<file path="config.mk">
export PLATFORM = sky130hd
export DESIGN_NAME = npc_unit
export DESIGN_NICKNAME = d
export VERILOG_FILES = /design/src/rtl/npc_unit.sv
export SDC_FILE = /design/constraint.sdc
export NUM_CORES = 1
export LEC_CHECK = 0
export BUFFER_PORTS_ARGS = -buffer_cell sky130_fd_sc_hd__buf_4
export CAP_MARGIN = 20
export CELL_PAD_IN_SITES_DETAIL_PLACEMENT = 0
export CELL_PAD_IN_SITES_GLOBAL_PLACEMENT = 1
export CORE_MARGIN = 3
export CORE_UTILIZATION = 37
export DETAILED_ROUTE_END_ITERATION = 10
export GPL_TIMING_DRIVEN = 0
export MAX_ROUTING_LAYER = met4
export PLACE_DENSITY_LB_ADDON = 0.1
export SYNTH_ARGS = -nofsm -noshare
export SYNTH_HDL_FRONTEND = slang
export SYNTH_SLANG_ARGS = --single-unit
</file>
<file path="constraint.sdc">
create_clock -name clk -period 17.2 [get_ports clk]
set_clock_uncertainty 0.05 [all_clocks]
set_input_delay 3.44 -clock clk [delete_from_list [all_inputs] [get_ports clk]]
set_output_delay 3.44 -clock clk [all_outputs]
set_load 0.1 [all_outputs]
</file>
<file path="src/rtl/npc_unit.sv">
module npc_unit #(
  parameter int XLEN = 64,
  parameter int ILEN = 32,
  parameter int OPW = 6,
  parameter int TGTW = 26,
  parameter int IMMW = 16,
  parameter int REGW = 5,
  parameter int LINK_REG = 31,
  parameter bit REG_PC = 1'b1,
  parameter logic [XLEN-1:0] RESET_PC = '0
) (
  input  logic             clk,
  input  logic             rst_n,
  input  logic [XLEN-1:0]  pc_i,
  input  logic [ILEN-1:0]  instr_i,
  input  logic [XLEN-1:0]  rs_i,
  output logic [XLEN-1:0]  next_pc_o,
  output logic             link_we_o,
  output logic [REGW-1:0]  link_addr_o,
  output logic [XLEN-1:0]  link_val_o,
  output logic             illegal_o,
  output logic [XLEN-1:0]  pc_q_o
);

  localparam int STEP = ILEN / 8;
  localparam int ALN  = $clog2(STEP);
  localparam int HIW  = XLEN - TGTW - ALN;
  localparam int SXW  = XLEN - IMMW - ALN;

  localparam logic [OPW-1:0] OP_ALU   = 6'h00;
  localparam logic [OPW-1:0] OP_JR    = 6'h01;
  localparam logic [OPW-1:0] OP_J     = 6'h02;
  localparam logic [OPW-1:0] OP_JAL   = 6'h03;
  localparam logic [OPW-1:0] OP_BEQZ  = 6'h04;
  localparam logic [OPW-1:0] OP_BNEZ  = 6'h05;
  localparam logic [OPW-1:0] OP_BLTZ  = 6'h06;
  localparam logic [OPW-1:0] OP_BGEZ  = 6'h07;
  localparam logic [OPW-1:0] OP_JALR  = 6'h08;
  localparam logic [OPW-1:0] OP_LEGAL = 6'h2F;

  logic [OPW-1:0]  op;
  logic [TGTW-1:0] tgt;
  logic [IMMW-1:0] imm;
  logic [XLEN-1:0] pc_seq, jmp_tgt, br_tgt, reg_tgt;
  logic            rs_zero, rs_neg, taken;

  assign op      = instr_i[ILEN-1 -: OPW];
  assign tgt     = instr_i[TGTW-1:0];
  assign imm     = instr_i[IMMW-1:0];
  assign pc_seq  = pc_i + XLEN'(STEP);
  assign jmp_tgt = {pc_seq[XLEN-1 -: HIW], tgt, {ALN{1'b0}}};
  assign br_tgt  = pc_seq + {{SXW{imm[IMMW-1]}}, imm, {ALN{1'b0}}};
  assign reg_tgt = {rs_i[XLEN-1:ALN], {ALN{1'b0}}};
  assign rs_zero = (rs_i == '0);
  assign rs_neg  = rs_i[XLEN-1];

  always_comb begin
    unique case (op)
      OP_BEQZ: taken = rs_zero;
      OP_BNEZ: taken = !rs_zero;
      OP_BLTZ: taken = rs_neg;
      OP_BGEZ: taken = !rs_neg;
      default: taken = 1'b0;
    endcase
  end

  always_comb begin
    next_pc_o = pc_seq;
    link_we_o = 1'b0;
    illegal_o = 1'b0;
    case (op)
      OP_J:                          next_pc_o = jmp_tgt;
      OP_JAL:  begin                 next_pc_o = jmp_tgt; link_we_o = 1'b1; end
      OP_JR:                         next_pc_o = reg_tgt;
      OP_JALR: begin                 next_pc_o = reg_tgt; link_we_o = 1'b1; end
      OP_BEQZ, OP_BNEZ,
      OP_BLTZ, OP_BGEZ:              next_pc_o = taken ? br_tgt : pc_seq;
      default:                       illegal_o = (op > OP_LEGAL);
    endcase
  end

  assign link_addr_o = REGW'(LINK_REG);
  assign link_val_o  = pc_seq;

  generate
    if (REG_PC) begin : g_reg
      logic [XLEN-1:0] pc_q;
      always_ff @(posedge clk) begin
        if (!rst_n) pc_q <= RESET_PC;
        else        pc_q <= next_pc_o;
      end
      assign pc_q_o = pc_q;

      assert_pc_follows_R9: assert property (@(posedge clk) disable iff (!rst_n)
        rst_n |=> pc_q_o == $past(next_pc_o));
    end else begin : g_comb
      assign pc_q_o = next_pc_o;
    end
  endgenerate

  assert_jump_upper_kept_R2: assert property (@(posedge clk) disable iff (!rst_n)
    (op == OP_J || op == OP_JAL) |->
      (next_pc_o[XLEN-1 -: HIW] == (pc_i + XLEN'(STEP)) >> (XLEN - HIW)) &&
      (next_pc_o[ALN-1:0] == '0));

  assert_branch_fallthrough_R4: assert property (@(posedge clk) disable iff (!rst_n)
    ((op == OP_BEQZ && rs_i != '0) || (op == OP_BNEZ && rs_i == '0) ||
     (op == OP_BLTZ && !rs_i[XLEN-1]) || (op == OP_BGEZ && rs_i[XLEN-1]))
      |-> next_pc_o == pc_i + XLEN'(STEP));

  assert_link_to_ra_R5: assert property (@(posedge clk) disable iff (!rst_n)
    link_we_o |-> (link_addr_o == REGW'(LINK_REG)) &&
                  (op == OP_JAL || op == OP_JALR));

  assert_illegal_seq_R8: assert property (@(posedge clk) disable iff (!rst_n)
    illegal_o |-> (next_pc_o == pc_i + XLEN'(STEP)) && !link_we_o);

  assert_indirect_aligned_R6: assert property (@(posedge clk) disable iff (!rst_n)
    (op == OP_JR || op == OP_JALR) |->
      (next_pc_o[ALN-1:0] == '0) && (next_pc_o[XLEN-1:ALN] == rs_i[XLEN-1:ALN]));

endmodule

</file>
==> metrics.txt <==
First DRT Iteration DRCs=909; Arr. time, crit path=8.90 ns; final setup violation count=0; synthesized cell area=8570 um^2; Slew @ Worst Pin=1.16 ns; Post-CTS Setup Repair Bufs=0; Die ar.=25000 um^2; most frequent cells in the layout=buf_4, nand2_1, a21oi_1; Inserted Clock Buffers=9; final clock period utilization by the worst path=0.720; Pleak=5.54 nW; Chip Width=158 um; Main synth FF type=dfxtp_1; Layout Nets=1758; gr ovfl total=0; Port Buffers=355; setup_tns=0 ns; boundary pin count=361; Yosys reg bits=64; row count=55; PwrDens=79.5 nW/um^2; layout cell share with drive strength beyond 1=0.281; internal power=0.426 mW; Worst Hold Depth=2; WL per Instance=24.8 um; worst vdd ir=0.0000459 V; number of global-route vias before repair=10300; initial antenna violation count=1; dpl hpwl=36600 um; final hold vios=0; commonest non-fill, non-tap cell in the layout=buf_4; Resized cells post-CTS=0; Cell variety after synth=87; crit path from=pc_i[16]; Vias=10900; routed wire length=45000 um; router iterations before antenna repair=5; clock sink count=64; CTS HTree Levels=3; Initial Utilization=0.377; worst endpoint required time=13.71 ns; Seq/Total Area, Yosys=0.150; Placed Cells=1798; Post-synth EDFFs=0; sw frac=0.551; CTS tree=done; Hold Crit Class=input port to register; Post-DRT Antenna Nets=0; core area=22700 um^2; number of max-cap violations=0; worst setup path category=input port to primary output; Slew Limit Fails=0; Clock Tree Buf Depth=2; CP Capture Type=primary output; Slew headroom=0.227; Hold Path End=pc_q_o[1]; first-pass GRT wire length=64100 um; Post-synth ARST share=0; Max Clock Freq=0.0807 GHz; Synth Area per Inst=7.42 um^2; RSZ-0062 raised after global routing=no; part of the power in the clock network=0.217; Worst Setup Start Kind=input port; GRT Util Overall=0.353; cts hold-fix bufs=0; Root Driver=clkbuf_16; run status=finished clean; DRC=0; die height=158 um; Clock Pin Slew Worst Setup and Hold Paths=0.07 ns; cell count after synthesis=1154; largest net degree at the start of global routing=58; yosys warns=0; post-route insts no fill=1815; final worst path period need=12.39 ns; Sw Pwr=0.522 mW; Placer Congestion=0.976; sequential power share=0.171; Largest register FFs=64; P&R area growth vs syn=39.0%; HP Start=pc_i[1]; routed vias/inst=6.00; crit path max fanout=7; logic gate share of total power=0.613
==> kinds of logic after synthesis <==
kind of cell	share of synthesized area
compound gates	0.299
xor+xnor	0.116
fa+ha+maj	0.106
buf+inv	0.0502
flops	0.150
mux	0.00584
other cells	0.000438
simple gates	0.273
==> final cells by class <==
cell class	instances	area, um^2
Clock buffer	9	225
Sequential cell	64	1280
Buffer	62	299
Antenna cell	1	2.50
Fill cell	2291	10800
Tap cell	285	357
Timing Repair Buffer	355	2670
Multi-Input combinational cell	997	6870
Clock inverter	7	78.8
Inverter	35	131
==> layer usage <==
metal | vias up | share of wire | global-route usage
met5 | - | 0 | -
met4 | 0 | 0.031 | 0.112
met3 | 74 | 0.087 | 0.0569
met2 | 568 | 0.46 | 0.563
met1 | 5201 | 0.42 | 0.457
li1 | 5042 | - | -
==> power groups by stage <==
stage	registers (mW)	logic [mW]	clock network, mW
floorplan	0.243	0.342	0
global placement	0.165	0.573	0
detailed placement	0.165	0.573	0
CTS	0.162	0.575	0.207
global route	0.162	0.608	0.211
finish	0.162	0.580	0.205
==> synthesized netlist by cell type, drive strengths merged (8+ instances only) <==
| cell type | count | share of area |
|---|---|---|
| a22o | 25 | 0.026 |
| a22oi | 19 | 0.017 |
| dfxtp | 64 | 0.15 |
| or3 | 12 | 0.0088 |
| a221o | 19 | 0.022 |
| xor2 | 44 | 0.046 |
| a31oi | 12 | 0.0095 |
| nand2 | 103 | 0.045 |
| and2 | 54 | 0.039 |
| o21a | 13 | 0.012 |
| nor4 | 26 | 0.022 |
| a21o | 37 | 0.032 |
| buf | 26 | 0.019 |
| a211oi | 8 | 0.0082 |
| ha | 71 | 0.10 |
| and3 | 24 | 0.018 |
| o21bai | 16 | 0.014 |
| nor2b | 12 | 0.0088 |
| a21oi | 89 | 0.052 |
| nand3 | 55 | 0.032 |
| o21ai | 66 | 0.039 |
| xnor2 | 68 | 0.070 |
| inv | 34 | 0.015 |
| nor3 | 22 | 0.015 |
| nand4 | 36 | 0.030 |
| or2 | 9 | 0.0066 |
| nor2 | 66 | 0.029 |
| clkbuf | 36 | 0.016 |
| o211ai | 18 | 0.016 |
==> critical path: stages <==
cell and delay, ns:
buf_4 0.13, nand4_2 0.21, nor4_4 0.57, nand4_2 0.53
nor2_1 0.41, and3_1 0.22, xor2_1 0.34, ha_1 0.18
clkbuf_1 0.30, nand4_1 0.33, nor4_1 0.41, nand3_1 0.11
o21ai_0 0.78, a21oi_1 0.25, xnor2_2 0.22, o21bai_1 0.14
buf_4 0.32
==> worst max-delay path by stage <==
stage	slack, ns	end
6_report	4.81	next_pc_o[63]
3_5_place_dp	4.91	next_pc_o[63]
2_1_floorplan	3.99	next_pc_o[23]
4_1_cts	4.87	next_pc_o[63]
5_1_grt	4.45	next_pc_o[57]
3_3_place_gp	4.90	next_pc_o[63]
==> metrics by stage <==
step                      instance area (um^2)  setup slack (ns)  power (mW)  utilization  hold slack [ns]
after global placement                   11600              4.90       0.737        0.511             3.64
after detailed placement                 11600              4.91       0.738        0.511             3.64
final                                    11900              4.81       0.947        0.524             3.27
after floorplan                           8580              3.99       0.585            -             3.54
after global routing                     11900              4.45       0.981        0.524             3.27
after CTS                                11900              4.87       0.944        0.524             3.26
(Power assumes the default switching activity.)
